--- src/rtl/pmic_regfile.sv ---
module pmic_regfile #(
  parameter int          ADC_CH       = 16,
  parameter int          ADC_W        = 10,
  parameter logic [15:0] CAL_INIT     = 16'h0001,
  parameter logic [15:0] STAT_INIT    = 16'h0020,
  parameter int          IRQ_PWR_BIT  = 0,
  parameter int          IRQ_ADC_BIT  = 8,
  parameter int          KEY_STAT_BIT = 5,
  parameter int          WDOG_EN_BIT  = 1
) (
  input  logic                     clk,
  input  logic                     rst_n,
  input  logic                     variant_i,
  input  logic                     acc_en,
  input  logic                     acc_wr,
  input  logic [4:0]               acc_addr,
  input  logic [15:0]              acc_wdata,
  output logic [15:0]              acc_rdata,
  input  logic                     pwr_key_i,
  input  logic [15:0]              sample_set_i,
  input  logic [ADC_CH*ADC_W-1:0]  adc_results_i,
  output logic                     irq_o,
  output logic                     shutdown_o
);
  localparam int CH_W  = $clog2(ADC_CH);
  localparam int PAD_W = 16 - CH_W - ADC_W;

  localparam logic [4:0] A_ID   = 5'h00;
  localparam logic [4:0] A_IST  = 5'h01;
  localparam logic [4:0] A_IMSK = 5'h02;
  localparam logic [4:0] A_CAL  = 5'h06;
  localparam logic [4:0] A_ADC  = 5'h08;
  localparam logic [4:0] A_SMP  = 5'h09;
  localparam logic [4:0] A_CC1  = 5'h0D;
  localparam logic [4:0] A_CC2  = 5'h0E;
  localparam logic [4:0] A_STAT = 5'h16;
  localparam logic [4:0] A_WDOG = 5'h17;

  logic [15:0]     ist, imsk, cal, cc1, cc2, smp, stat;
  logic [CH_W-1:0] ch;
  logic            key_q, shut_q;
  logic [15:0]     ist_ev;
  logic [ADC_W-1:0] adc_res;

  wire wr      = acc_en & acc_wr;
  wire rd      = acc_en & ~acc_wr;
  wire wr_ist  = wr && (acc_addr == A_IST);
  wire wr_imsk = wr && (acc_addr == A_IMSK);
  wire wr_cal  = wr && (acc_addr == A_CAL);
  wire wr_adc  = wr && (acc_addr == A_ADC);
  wire wr_smp  = wr && (acc_addr == A_SMP);
  wire wr_cc1  = wr && (acc_addr == A_CC1);
  wire wr_cc2  = wr && (acc_addr == A_CC2);
  wire wr_wdog = wr && (acc_addr == A_WDOG);
  wire key_chg = pwr_key_i ^ key_q;

  always_comb begin
    ist_ev              = '0;
    ist_ev[IRQ_PWR_BIT] = key_chg;
    ist_ev[IRQ_ADC_BIT] = wr_adc;
  end

  always_ff @(posedge clk) begin
    if (!rst_n) begin
      ist    <= '0;
      imsk   <= 16'hFFFF;
      cal    <= CAL_INIT;
      cc1    <= '0;
      cc2    <= '0;
      smp    <= '0;
      stat   <= STAT_INIT;
      ch     <= '0;
      key_q  <= 1'b0;
      shut_q <= 1'b0;
    end else begin
      ist   <= (wr_ist ? (ist ^ acc_wdata) : ist) | ist_ev;
      smp   <= (wr_smp ? (smp & ~acc_wdata) : smp) | sample_set_i;
      key_q <= pwr_key_i;
      if (wr_imsk) imsk <= acc_wdata;
      if (wr_cal)  cal  <= acc_wdata;
      if (wr_cc1)  cc1  <= acc_wdata;
      if (wr_cc2)  cc2  <= acc_wdata;
      if (wr_adc)  ch   <= acc_wdata[ADC_W +: CH_W];
      if (key_chg) stat[KEY_STAT_BIT] <= ~pwr_key_i;
      if (wr_wdog && acc_wdata == 16'h0000 && cc1[WDOG_EN_BIT]) shut_q <= 1'b1;
    end
  end

  assign adc_res = adc_results_i[ch*ADC_W +: ADC_W];

  always_comb begin
    acc_rdata = '0;
    if (rd) begin
      case (acc_addr)
        A_ID:    acc_rdata = {8'h02, variant_i, 7'h15};
        A_IST:   acc_rdata = ist;
        A_IMSK:  acc_rdata = imsk;
        A_CAL:   acc_rdata = cal;
        A_ADC:   acc_rdata = {{PAD_W{1'b0}}, ch, adc_res};
        A_SMP:   acc_rdata = smp;
        A_CC1:   acc_rdata = cc1;
        A_CC2:   acc_rdata = cc2;
        A_STAT:  acc_rdata = stat;
        default: acc_rdata = '0;
      endcase
    end
  end

  assign irq_o      = |(ist & ~imsk);
  assign shutdown_o = shut_q;

  a_r3_all_masked_quiet: assert property (@(posedge clk) disable iff (!rst_n)
    (imsk == 16'hFFFF) |-> !irq_o);

  a_r4_xor_toggle: assert property (@(posedge clk) disable iff (!rst_n)
    (wr_ist && !key_chg) |=> (ist == $past(ist ^ acc_wdata)));

  a_r7_adc_sets_done: assert property (@(posedge clk) disable iff (!rst_n)
    wr_adc |=> (ist[IRQ_ADC_BIT] && ch == $past(acc_wdata[ADC_W +: CH_W])));

  a_r8_clear_on_write: assert property (@(posedge clk) disable iff (!rst_n)
    (wr_smp && sample_set_i == 16'h0000) |=> (smp == $past(smp & ~acc_wdata)));

  a_r9_shutdown_sticky: assert property (@(posedge clk) disable iff (!rst_n)
    shutdown_o |=> shutdown_o);

  a_r9_shutdown_cause: assert property (@(posedge clk) disable iff (!rst_n)
    $rose(shutdown_o) |-> ($past(wr_wdog) && $past(acc_wdata) == 16'h0000 && $past(cc1[WDOG_EN_BIT])));

  a_r10_key_event: assert property (@(posedge clk) disable iff (!rst_n)
    key_chg |=> (ist[IRQ_PWR_BIT] && stat[KEY_STAT_BIT] == ~$past(pwr_key_i)));
endmodule

--- config.mk ---
export PLATFORM = sky130hd
export DESIGN_NAME = pmic_regfile
export DESIGN_NICKNAME = d
export VERILOG_FILES = /design/src/rtl/pmic_regfile.sv
export SDC_FILE = /design/constraint.sdc
export NUM_CORES = 1
export LEC_CHECK = 0
export BUFFER_PORTS_ARGS = -buffer_cell sky130_fd_sc_hd__buf_2
export CAP_MARGIN = 10
export CORE_ASPECT_RATIO = 0.5
export CORE_MARGIN = 2
export CORE_UTILIZATION = 55
export DETAILED_ROUTE_END_ITERATION = 8
export GPL_TIMING_DRIVEN = 0
export MAX_ROUTING_LAYER = met4
export PLACE_DENSITY_LB_ADDON = 0.3
export SLEW_MARGIN = 30
export SYNTH_ARGS = -nofsm -noshare
export SYNTH_HDL_FRONTEND = slang
export SYNTH_SLANG_ARGS = --single-unit
--- constraint.sdc ---
create_clock -name clk -period 5 [get_ports clk]
set_input_delay 0.25 -clock clk [delete_from_list [all_inputs] [get_ports clk]]
set_output_delay 0.25 -clock clk [all_outputs]
set_load 0.03 [all_outputs]
======== After elaboration in Yosys (flattened, before gate mapping) ========
Index checks and enable logic that the tools add are counted.
cells by class
  multiply operators ...................... 1
  equality and inequality tests ........... 9
  shift-type cells ........................ 1
  mux-type cells .......................... 4
  bitwise gates (word level) .............. 12
  reductions and logical operators ........ 13
operators by type and width
  kind                   number
  $shiftx A160 B9 Y10    1
  $pmux W16 S9           1
  $mux W16               3
  $and A16 B16 Y16       2
  $not A16 Y16           2
  $eq A5 B4 Y1 const B   4
  $logic_not A16 Y1      1
  $or A16 B16 Y16        1
  $or A16 B9 Y16         1
  $reduce_or A16 Y1      1
  $xor A16 B16 Y16       1
  $eq A5 B5 Y1 const B   2
  $logic_and A1 B1 Y1    10
  $mul A4 B3 Y7 const B  1
  $eq A5 B1 Y1 const B   1
  $eq A5 B2 Y1 const B   1
  $eq A5 B3 Y1 const B   1
  $logic_not A5 Y1       1
  $and A1 B1 Y1          2
  $not A1 Y1             2
  $xor A1 B1 Y1          1
storage, ports and cells
  register bits after elaboration ......... 103
  input bits .............................. 203
  output and inout port bits .............. 18
  logic and storage cells ................. 50

======== Depth between registers and ports, before layout ========
Gate-level depths: netlist of the first run.
  word-level depth ........................ 4
  gate-level depth with buffers ........... 8
  depth with buffers taken out ............ 5

======== Least setup slack after synthesis of the first run ========
No wires, ideal clock.
  path type ............................... flip-flop to output port
  start ................................... reg ch[0]
  end ..................................... out acc_rdata[1]
  data arrival time ....................... 2008 ps
  data required time ...................... 4750 ps
  path slack .............................. 2742 ps
  stages on the path, launching flop included .. 9
  cells stage by stage .................... dfxtp_1 > buf_2 > buf_4 > buf_4 > buf_4 > mux2i_1 > a22oi_1 > nand3_1 > a31oi_1
between the ends
  cells in the longest elaborated chain, start to end .. 4
RTL lines
  item                    RTL line  text
  from (decl)             40        logic [CH_W-1:0] ch;
  from (signal assigned)  83        if (wr_adc) ch <= acc_wdata[ADC_W +: CH_W];
  $mul A4 B3 Y7           89        assign adc_res = adc_results_i[ch*ADC_W +: ADC_W];
  $shiftx A160 B9 Y10     89
  $pmux W16 S9            94        case (acc_addr)
  $mux W16                93        if (rd) begin
  to (decl)               18        output logic [15:0] acc_rdata,
Every way passes these cells.

======== Worst setup path in the final report of the first run ========
  start ................................... in acc_addr[2]
  end ..................................... out acc_rdata[5]
between the ends
  cells in the longest elaborated chain, start to end .. 3
  elaborated cells on any way between the ends .. 11
  those cells by class .................... eq/ne: 8; mux: 2; reduce/logical: 1
RTL lines
  item                                  RTL line  text
  from (decl)                           16        input logic [4:0] acc_addr,
  $eq A5 B5 Y1 (tied with other cells)  94
  $pmux W16 S9 (*)                      94
  $mux W16 (*)                          93
Every way passes the cells marked *; elsewhere a longest branch is shown, timed or not.

==> impl_table.tex, run 1 <==
\begin{tabular}{lr}
\hline
Metric & Value \\
\hline
\multicolumn{2}{l}{\textbf{Cells and area}} \\
\quad Multi-input logic area & 3956 um2 \\
\quad NumNets Final & between 1,000 and 1,500 \\
\quad Ant. Diodes & 0 \\
\quad Flip-flop and latch area & between 2000 and 2500 um2 \\
\quad Fill count & 922 \\
\quad Area growth, synth to finish & 24.38\% \\
\quad Fraction of layout instances using a drive strength above 1 & 31.03\% \\
\quad Utilization after layout & 71.06\% \\
\multicolumn{2}{l}{\textbf{Placed design}} \\
\quad Number of buffers added on ports & $\sim$220 \\
\quad Half-perimeter wire length of the detailed placement result & 20,250 um \\
\quad Routability congestion estimate & 1.043 \\
\quad Setup slack after placement & slightly above 2 ns \\
\multicolumn{2}{l}{\textbf{Logic synthesis}} \\
\quad Portion of the post-synthesis area used by sequential elements & 32.38\% \\
\quad Number of flops mapped to enable cells by yosys & 0 \\
\quad Register bit total from synthesis & 103 \\
\quad Async set or reset register ratio after synthesis & 0\% \\
\quad Most frequently used flop master after synthesis & dfxtp\_1 \\
\quad Ys Warns & 0 \\
\quad Post-Synthesis Cell Area & 6369 um2 \\
\quad Count leader, synth & nand2\_1 \\
\quad Top cell type's share of synthesized area & 32.38\% \\
\quad Post-synth net total & 926 \\
\quad Distinct cells, synth & 59 \\
\quad Commonest cells post-synth & nand2\_1, dfxtp\_1, mux2i\_1, a21boi\_0, clkbuf\_1 \\
\quad Biggest area contributors in the synthesized netlist & dfxtp\_1, mux4\_2, mux2i\_1 \\
\quad Most area-hungry cell type in the Yosys netlist & dfxtp\_1 \\
\quad Synthesized area per cell & 8.809 um2 \\
\quad Gate count of the mapped netlist & 723 \\
\multicolumn{2}{l}{\textbf{Timing}} \\
\quad Least setup slack across all paths after layout & 1.816 ns \\
\quad Unrepaired setup endpoints after global routing & no \\
\quad Maximum clock frequency & 314.1 MHz \\
\quad Actual slew at the worst max-slew pin & 0.9352 ns \\
\quad Number of endpoints failing setup at the final stage & 0 \\
\quad Max\_slew headroom & 37.65\% \\
\quad Final clock period utilization by the worst path & 63.67\% \\
\quad Crit path time final & 3.184 ns \\
\quad Pins over their slew limit & 0 \\
\quad Worst Clk Skew & 0.004688 ns \\
\quad Final Hold Violating Endpoints & 0 \\
\quad Setup TNS Final & 0 ns \\
\multicolumn{2}{l}{\textbf{Floorplan}} \\
\quad Die extent in x & roughly 160 um \\
\quad Vertical die dimension & 80.09 um \\
\quad Number of rows in the core area & 27 \\
\quad Number of top-level design ports & 221 \\
\quad Core Area & 11,150 um2 \\
\quad Full die area & 12,510 um2 \\
\quad Initial Util & 57.13\% \\
\multicolumn{2}{l}{\textbf{Power and ir drop}} \\
\quad Switch Pwr & 0.5107 mW \\
\quad Overall power & $\sim$1.8 mW \\
\quad Power density cells & around 230 nW/um2 \\
\quad Clock share of power & 39.2\% \\
\quad Int Pwr & 1.308 mW \\
\quad Portion of total power attributed to sequential cells & 46.3\% \\
\quad Power share of the combinational group & 14.5\% \\
\quad Switching share of power & $\sim$28\% \\
\quad Reported leakage power & 3.070 nW \\
\quad VDD IR max & approximately 0.22 mV \\
\multicolumn{2}{l}{\textbf{Clock network}} \\
\quad Clock root buffer & clkbuf\_16 \\
\quad Clock buffers created by TritonCTS & 9 \\
\quad Worst skew pair latency & 0.36 ns \\
\quad Count of buffers added by post-CTS timing repair for setup & 0 \\
\quad Post-CTS Hold Fix Bufs & 0 \\
\quad Clock Tree Buf Depth & 2 \\
\quad Post-cts resize count & 0 \\
\quad CTS tree & done \\
\quad Clock H-tree levels & 3 \\
\quad Clock-pin slew on the worst setup and hold paths & about 0.080 ns \\
\quad Num Clock Sinks & 103 \\
\multicolumn{2}{l}{\textbf{Global routing}} \\
\quad Vias in the first global route & 6,470 \\
\quad Total GRT Usage & 42.52\% \\
\quad Number of antenna violations at the first check in global routing & 0 \\
\quad Total gr overflow & 0 \\
\quad First-pass GRT wire length & 37,750 um \\
\quad Maximum number of pins on one net before global-route repair & 21 \\
\multicolumn{2}{l}{\textbf{Job}} \\
\quad Max cap viols & 0 \\
\multicolumn{2}{l}{\textbf{Setup path}} \\
\quad Type of the worst setup path & input port to output pin \\
\quad Delay of the slowest cell on the worst path & 0.55 ns \\
\quad Cell with the biggest individual delay on the critical path & o22ai\_1 \\
\quad Sort of element at the start of the critical path & input port \\
\quad Worst Path Arrival & 2.93 ns \\
\quad Maximum fanout along the worst path & 10 \\
\quad Cells along the critical path & buf\_2, clkbuf\_1, buf\_1, nand3b\_1, o22ai\_1, a311oi\_1, a31oi\_1, buf\_2 \\
\quad Most used cell, CP & buf\_2 \\
\quad Required arrival time at the worst endpoint & about 4.8 ns \\
\quad Sort of element at the end of the critical path & output pin \\
\multicolumn{2}{l}{\textbf{Route}} \\
\quad TritonRoute pass-1 iters & 7 \\
\quad DR DRC count & 0 \\
\quad Average vias per placed instance & about 6.5 \\
\quad Vias & 7,155 \\
\quad Remaining number of nets flagged by the antenna check after routing & 0 \\
\quad Total routed wirelength & approximately 26,000 um \\
\quad Wire per inst & 24.08 um \\
\quad Number of DRC markers after the initial detailed-route iteration & 946 \\
\multicolumn{2}{l}{\textbf{Status}} \\
\quad Outcome & completed \\
\multicolumn{2}{l}{\textbf{Hold path}} \\
\quad Worst min-delay path class & input port to register \\
\hline
\end{tabular}
[cell usage in the layout, fill, tap and decap left out, drive strengths merged, types with 13 or more instances in the layout]
master / Yosys / final
mux2i: 56 / 56
a221oi: 13 / 13
nand3: 25 / 25
nor2: 20 / 20
mux4: 28 / 28
a21boi: 51 / 51
clkbuf: 34 / 43
dfxtp: 103 / 103
xnor2: 17 / 17
nor2b: 25 / 25
buf: 24 / 239
a22oi: 15 / 15
nand2: 134 / 134
o21a: 17 / 17
and2: 18 / 18
a21oi: 14 / 14
inv: 19 / 23
[stage by stage]
stage	cells	hold slack, ns	area, um2
finish	1099	0.09257	7921
global placement	1083	0.4393	7626
global route	1099	0.09774	7921
detailed placement	1083	0.4448	7626
floorplan	723	0.3717	6369
CTS	1099	0.09700	7921
[layer usage]
layer | track usage [%] | part of all wire (%) | wire (um) | up-vias
met4 | 11.83 | 2.9 | 755 | 0
met5 | - | 0 | 0 | -
met1 | 58.21 | 41 | 10730 | 3404
li1 | - | - | - | 3080
met3 | 9.930 | 13 | 3543 | 89
met2 | 63.58 | 43 | 11440 | 582
[sequential cells by signal, summed over array words and instances (netlist names)]
name,cells
cal,16
cc1,16
cc2,16
ch,4
imsk,16
ist,16
key_q,1
shutdown_o,1
smp,16
stat,1
[area by class of cell]
cell class / instances / area share (%)
tap: 145 / 2.290
multi-input combinational: 543 / 49.94
sequential: 103 / 26.03
clock inverter: 7 / 0.8845
clock buffer: 9 / 2.843
buffer: 58 / 3.522
timing repair buffer: 215 / 13.58
inverter: 19 / 0.9003
[power by group through the flow]
| stage | clock network (mW) | logic [mW] | registers [mW] |
|---|---|---|---|
| finish | 0.713 | 0.263 | 0.843 |
| detailed placement | 0 | 0.252 | 0.861 |
| global route | 0.736 | 0.275 | 0.843 |
| floorplan | 0 | 0.114 | 0.858 |
| CTS | 0.704 | 0.253 | 0.842 |
| global placement | 0 | 0.248 | 0.861 |
[kinds of logic after synthesis]
logic type | count (synthesis) | synth area share (%)
mux | 93 | 20.29
flops | 103 | 32.38
buf+inv | 77 | 5.501
xor+xnor | 17 | 2.338
compound gates | 166 | 19.18
simple gates | 267 | 20.31
[path summary, 6_finish.rpt]
path / slack (ns) / depth (start not counted) / end / start
hold / removal: 0.09 / 2 / smp[10] / sample_set_i[10]
setup / recovery: 1.82 / 8 / acc_rdata[5] / acc_addr[2]
hold reg to reg: 0.46 / 2 / cc2[5] / cc2[5]
setup reg to reg: 3.11 / 4 / ch[1] / ch[1]
[critical path, delay by kind of cell]
family                 cells  cell delay (ns)
and+or+nand+nor            1             0.43
buffers and inverters      4             1.32
AOI/OAI and AO/OA          3             0.92
(Power assumes the default switching activity.)
==> inputs of run 2 (changes only) <==
--- a/config.mk
+++ b/config.mk
@@ -9,7 +9,7 @@
 export CAP_MARGIN = 10
 export CORE_ASPECT_RATIO = 0.5
 export CORE_MARGIN = 2
-export CORE_UTILIZATION = 55
+export CORE_UTILIZATION = 51
 export DETAILED_ROUTE_END_ITERATION = 8
 export GPL_TIMING_DRIVEN = 0
 export MAX_ROUTING_LAYER = met4
==> constraint.sdc (replaced) <==
create_clock -name clk -period 3.2 [get_ports clk]
set_input_delay 0.16 -clock clk [delete_from_list [all_inputs] [get_ports clk]]
set_output_delay 0.16 -clock clk [all_outputs]
set_load 0.03 [all_outputs]
==> impl_table.tex, run 2 (synthesis gave the netlist of run 1 again) <==
\begin{tabular}{lr}
\hline
Metric & Value \\
\hline
\multicolumn{2}{l}{\textbf{Clock network}} \\
\quad Num Clock Sinks & 103 \\
\quad Clock-pin slew on the worst setup and hold paths & roughly 0.080 ns \\
\quad Clock root buffer & clkbuf\_16 \\
\quad Worst skew pair latency & 0.36 ns \\
\quad Clock H-tree levels & 3 \\
\quad Clock Tree Buf Depth & 2 \\
\quad Post-cts resize count & 0 \\
\quad Clock buffers created by TritonCTS & 9 \\
\quad CTS tree & done \\
\multicolumn{2}{l}{\textbf{Floorplan}} \\
\quad Die extent in x & $\sim$160 um \\
\quad Number of rows in the core area & 28 \\
\quad Full die area & 13,450 um2 \\
\quad Number of top-level design ports & 221 \\
\quad Vertical die dimension & 83.02 um \\
\quad Core Area & 11,980 um2 \\
\quad Initial Util & 53.15\% \\
\multicolumn{2}{l}{\textbf{Timing}} \\
\quad Actual slew at the worst max-slew pin & approximately 0.9 ns \\
\quad Maximum clock frequency & 328.4 MHz \\
\quad Final Hold Violating Endpoints & 0 \\
\quad Number of endpoints failing setup at the final stage & 0 \\
\quad Worst Clk Skew & 0.002351 ns \\
\quad Max\_slew headroom & approximately 40\% \\
\quad Final clock period utilization by the worst path & around 95\% \\
\quad Crit path time final & 3.045 ns \\
\quad Setup TNS Final & 0 ns \\
\quad Unrepaired setup endpoints after global routing & no \\
\quad Pins over their slew limit & 0 \\
\multicolumn{2}{l}{\textbf{Cells and area}} \\
\quad Fraction of layout instances using a drive strength above 1 & a little under a third \\
\quad Top library cells by usage in the layout, fill and taps aside & buf\_2, nand2\_1, dfxtp\_1 \\
\quad Ant. Diodes & 0 \\
\quad Multi-input logic area & 3956 um2 \\
\quad NumNets Final & 1,153 \\
\quad Area growth, synth to finish & 25.40\% \\
\quad Fill count & 1,071 \\
\quad Design Area, Final & 7986 um2 \\
\quad Flip-flop and latch area & 2062 um2 \\
\quad Leading cell type in the layout, fill and taps excluded & buf\_2 \\
\multicolumn{2}{l}{\textbf{Power and ir drop}} \\
\quad VDD IR max & 0.4025 mV \\
\quad Overall power & 2.922 mW \\
\quad Reported leakage power & 3.090 nW \\
\quad Power density cells & between 300 and 400 nW/um2 \\
\multicolumn{2}{l}{\textbf{Setup path}} \\
\quad Reg2reg start & ch[1] \\
\quad Crit path buffers/inverters & 3 \\
\quad Worst Setup SP & ch[1] \\
\quad Cell with the biggest individual delay on the critical path & nor3\_1 \\
\quad Required arrival time at the worst endpoint & 3.04 ns \\
\quad Sort of element at the start of the critical path & register \\
\quad Cells along the critical path & buf\_1, buf\_1, a22oi\_1, nor3\_1, a221oi\_1, a21oi\_1, buf\_2 \\
\quad Maximum fanout along the worst path & 10 \\
\quad Type of the worst setup path & register to output pin \\
\quad Delay of the slowest cell on the worst path & 0.50 ns \\
\quad Sort of element at the end of the critical path & output pin \\
\quad Top cell family by delay on the critical path & buffers and inverters \\
\quad Worst Path Arrival & about 2.9 ns \\
\quad Most used cell, CP & buf\_1 \\
\multicolumn{2}{l}{\textbf{Global routing}} \\
\quad Total GRT Usage & 39.65\% \\
\quad Maximum number of pins on one net before global-route repair & 21 \\
\quad Vias in the first global route & 6,924 \\
\quad Number of antenna violations at the first check in global routing & 0 \\
\quad Total gr overflow & 0 \\
\quad First-pass GRT wire length & 39,410 um \\
\multicolumn{2}{l}{\textbf{Placed design}} \\
\quad Half-perimeter wire length of the detailed placement result & 20,220 um \\
\quad Routability congestion estimate & 1.004 \\
\quad Number of buffers added on ports & roughly 220 \\
\quad Area after DPL & 7651 um2 \\
\multicolumn{2}{l}{\textbf{Route}} \\
\quad Number of DRC markers after the initial detailed-route iteration & 844 \\
\quad DR DRC count & 0 \\
\quad TritonRoute pass-1 iters & 6 \\
\quad Vias & roughly 7,000 \\
\quad Remaining number of nets flagged by the antenna check after routing & 0 \\
\quad Total routed wirelength & 26,190 um \\
\quad Wire per inst & 23.38 um \\
\quad Average vias per placed instance & 6.247 \\
\multicolumn{2}{l}{\textbf{Hold path}} \\
\quad Worst min-delay path class & input port to register \\
\quad Startpoint of the worst hold path & sample\_set\_i[13] \\
\multicolumn{2}{l}{\textbf{Job}} \\
\quad Max cap viols & 0 \\
\multicolumn{2}{l}{\textbf{Status}} \\
\quad Outcome & completed \\
\hline
\end{tabular}
-- run 2: changes by cell type in the layout (fill, tap and decap cells not counted) --
cell | before | now
dlygate4sd3_1 | 0 | 1
clkinv_8 | 1 | 2
clkinv_4 | 1 | 2
bufinv_16 | 0 | 1
inv_6 | 3 | 1
clkinvlp_4 | 1 | 0
-- run 2: cell type report --
type                    count  area share [%]
multi-input cells         543           49.54
repair buffers            216           13.60
plain buffers              58           3.494
clock buffers               9           2.820
flip-flops and latches    103           25.82
well taps                 165           2.585
clock inverters             7           1.253
inverters                  19          0.8930
-- run 2: through the flow --
step | std cells | util, % | setup slack, ns | hold slack [ns]
final | 1120 | 66.66 | 0.1552 | 0.006484
after global routing | 1120 | 66.66 | 0.05006 | 0.01177
after CTS | 1120 | 66.66 | 0.2230 | 0.005105
after detailed placement | 1103 | 63.86 | 0.5082 | 0.3742
after global placement | 1103 | 63.86 | 0.4511 | 0.3663
after floorplan | 723 | - | 1.032 | 0.2817
-- run 2: what timing repair did --
| item | in CTS | in global routing |
|---|---|---|
| hold buffers | 1 | 0 |
| setup buffers | 0 | 0 |
| hold endpoints to repair | 1 | 0 |
-- run 2: worst register-to-register path: cells and delay by family (launching register included) --
family,cells,cell delay [ns]
buffers and inverters,2,0.94
flip-flops,1,0.42
multiplexers,1,0.16
AND/OR/NAND/NOR,1,0.13
-- run 2: final timing paths --
kind,endpoint,slack (ns),cells after the start
worst max-delay path,acc_rdata[11],0.16,7
worst min-delay path,smp[13],0.006,2
worst max register to register,ch[1],1.49,4
worst min register to register,cc2[10],0.46,2
-- run 2: routing by layer --
layer | vias to the layer above | wire length, um | track usage [%]
li1 | 3088 | - | -
met1 | 3370 | 10500 | 51.58
met2 | 475 | 11460 | 60.12
met3 | 64 | 3453 | 9.990
met4 | 0 | 776 | 14.24
met5 | - | 0 | -
-- run 2: power breakdown --
part           internal, mW  leakage (nW)  switching, mW  total [mW]
Clock                 0.632         0.158          0.565        1.20
Sequential             1.30         0.837         0.0139        1.32
Combinational         0.190          2.10          0.218       0.408
Total                  2.13          3.09          0.797        2.92
==> inputs of run 3 (changes only) <==
--- a/config.mk
+++ b/config.mk
@@ -5,12 +5,12 @@
 export SDC_FILE = /design/constraint.sdc
 export NUM_CORES = 1
 export LEC_CHECK = 0
-export BUFFER_PORTS_ARGS = -buffer_cell sky130_fd_sc_hd__buf_2
 export CAP_MARGIN = 10
 export CORE_ASPECT_RATIO = 0.5
 export CORE_MARGIN = 2
-export CORE_UTILIZATION = 51
+export CORE_UTILIZATION = 60
 export DETAILED_ROUTE_END_ITERATION = 8
+export DONT_BUFFER_PORTS = 1
 export GPL_TIMING_DRIVEN = 0
 export MAX_ROUTING_LAYER = met4
 export PLACE_DENSITY_LB_ADDON = 0.3
==> impl_table.tex, run 3 (synthesis gave the netlist of run 1 again) <==
\begin{tabular}{lr}
\hline
Metric & Value \\
\hline
\multicolumn{2}{l}{\textbf{Cells and area}} \\
\quad Design Area, Final & 7183 um2 \\
\quad Fraction of layout instances using a drive strength above 1 & 10.53\% \\
\quad Leading cell type in the layout, fill and taps excluded & nand2\_1 \\
\quad NumNets Final & between 900 and 1,000 \\
\quad Fill count & around 860 \\
\quad Utilization after layout & 69.88\% \\
\quad Area growth, synth to finish & 12.79\% \\
\quad Multi-input logic area & 3956 um2 \\
\quad Top library cells by usage in the layout, fill and taps aside & nand2\_1, dfxtp\_1, mux2i\_1 \\
\quad Flip-flop and latch area & 2062 um2 \\
\multicolumn{2}{l}{\textbf{Timing}} \\
\quad Pins over their slew limit & 0 \\
\quad Setup TNS Final & 0 ns \\
\quad Actual slew at the worst max-slew pin & 0.9583 ns \\
\quad Final clock period utilization by the worst path & 97.84\% \\
\quad Max\_slew headroom & 35.27\% \\
\quad Number of endpoints failing setup at the final stage & 0 \\
\quad Final Hold Violating Endpoints & 0 \\
\quad Maximum clock frequency & about 320 MHz \\
\quad Unrepaired setup endpoints after global routing & no \\
\quad Worst Clk Skew & between 0.004 and 0.005 ns \\
\quad Crit path time final & 3.131 ns \\
\multicolumn{2}{l}{\textbf{Clock network}} \\
\quad Clock Tree Buf Depth & 2 \\
\quad Clock root buffer & clkbuf\_16 \\
\quad Clock H-tree levels & 3 \\
\quad CTS tree & done \\
\quad Num Clock Sinks & 103 \\
\quad Clock buffers created by TritonCTS & 9 \\
\quad Clock-pin slew on the worst setup and hold paths & 0.07 ns \\
\quad Worst skew pair latency & between 0.3 and 0.4 ns \\
\multicolumn{2}{l}{\textbf{Route}} \\
\quad Total routed wirelength & 26,820 um \\
\quad Vias & 6,472 \\
\quad TritonRoute pass-1 iters & 8 \\
\quad DR DRC count & 0 \\
\quad Remaining number of nets flagged by the antenna check after routing & 0 \\
\quad Average vias per placed instance & approximately 7.1 \\
\quad Number of DRC markers after the initial detailed-route iteration & 880 \\
\quad Wire per inst & between 20 and 30 um \\
\multicolumn{2}{l}{\textbf{Setup path}} \\
\quad Required arrival time at the worst endpoint & slightly above 3 ns \\
\quad Maximum fanout along the worst path & 10 \\
\quad Setup slack of the most critical reg-to-reg path & between 1.5 and 2 ns \\
\quad Worst Path Arrival & slightly below 3 ns \\
\quad Sort of element at the start of the critical path & register \\
\quad Type of the worst setup path & register to output pin \\
\quad Sort of element at the end of the critical path & output pin \\
\multicolumn{2}{l}{\textbf{Floorplan}} \\
\quad Die extent in x & 149.7 um \\
\quad Core Area & about 10,000 um2 \\
\quad Number of rows in the core area & 26 \\
\quad Number of top-level design ports & 221 \\
\quad Vertical die dimension & 76.85 um \\
\quad Full die area & $\sim$12,000 um2 \\
\quad Initial Util & 61.95\% \\
\multicolumn{2}{l}{\textbf{Placed design}} \\
\quad Area after DPL & 6544 um2 \\
\quad Routability congestion estimate & 1.007 \\
\quad Number of buffers added on ports & 0 \\
\quad Half-perimeter wire length of the detailed placement result & 19,720 um \\
\multicolumn{2}{l}{\textbf{Job}} \\
\quad Max cap viols & 0 \\
\multicolumn{2}{l}{\textbf{Status}} \\
\quad Outcome & completed \\
\multicolumn{2}{l}{\textbf{Global routing}} \\
\quad Total gr overflow & 0 \\
\quad Vias in the first global route & between 6,000 and 7,000 \\
\quad Total GRT Usage & 47.04\% \\
\quad First-pass GRT wire length & 38,250 um \\
\quad Number of antenna violations at the first check in global routing & 3 \\
\quad Maximum number of pins on one net before global-route repair & 18 \\
\multicolumn{2}{l}{\textbf{Power and ir drop}} \\
\quad Reported leakage power & 2.339 nW \\
\quad VDD IR max & 0.3153 mV \\
\quad Power density cells & 397.3 nW/um2 \\
\multicolumn{2}{l}{\textbf{Hold path}} \\
\quad Worst min-delay path class & input port to register \\
\hline
\end{tabular}
run 3: worst max-delay path, stage by stage (launching register included):
cell,delay [ns]
dfxtp_1,0.31
clkbuf_1,0.33
clkbuf_1,0.55
mux2i_1,0.18
a31oi_1,0.31
nand4_1,0.15
a41oi_1,0.79
run 3: path summary, 6_finish.rpt:
check	start	endpoint	depth (start not counted)
setup / recovery	ch[2]	acc_rdata[0]	6
hold / removal	acc_wdata[6]	cal[6]	2
setup reg to reg	ch[0]	ch[0]	6
hold reg to reg	cc2[12]	cc2[12]	2
run 3: power by group:
group / total (mW) / leakage [nW] / switching, mW / internal (mW)
sequential: 1.32 / 0.837 / 0.0144 / 1.30
clock: 1.24 / 0.158 / 0.520 / 0.717
combinational: 0.300 / 1.34 / 0.168 / 0.131
total: 2.85 / 2.34 / 0.703 / 2.15
run 3: timing repair:
| item | in CTS | in global routing |
|---|---|---|
| setup endpoints to repair | 0 | 1 |
| gates resized for setup | 0 | 1 |
| buffers inserted | 0 | 0 |
| hold endpoints to repair | 62 | 0 |
| hold buffers | 30 | 0 |
run 3: final cells by class:
cell class / instances / share of cell area (%)
Antenna cell: 3 / 0.1045
Tap cell: 140 / 2.439
Timing Repair Buffer: 30 / 4.180
Clock inverter: 5 / 1.219
Inverter: 19 / 0.9929
Sequential cell: 103 / 28.71
Buffer: 58 / 3.902
Clock buffer: 11 / 3.379
Multi-Input combinational cell: 543 / 55.08
run 3: stage by stage:
stage	power, mW	std cells	setup slack, ns	hold WS (ns)
3_3_place_gp	1.589	863	0.3624	0.2841
2_1_floorplan	1.519	723	1.032	0.2817
5_1_grt	2.899	912	0.02634	0.01693
6_report	2.854	912	0.06923	0.01627
4_1_cts	2.828	909	0.1083	0.01059
3_5_place_dp	1.589	863	0.4293	0.2867
run 3: per-layer routing:
layer	track usage (%)	vias up	routed length, um
li1	-	2707	-
met1	59.69	3084	10220
met2	66.74	569	11110
met3	19.64	112	4288
met4	18.02	0	1204
met5	-	-	0
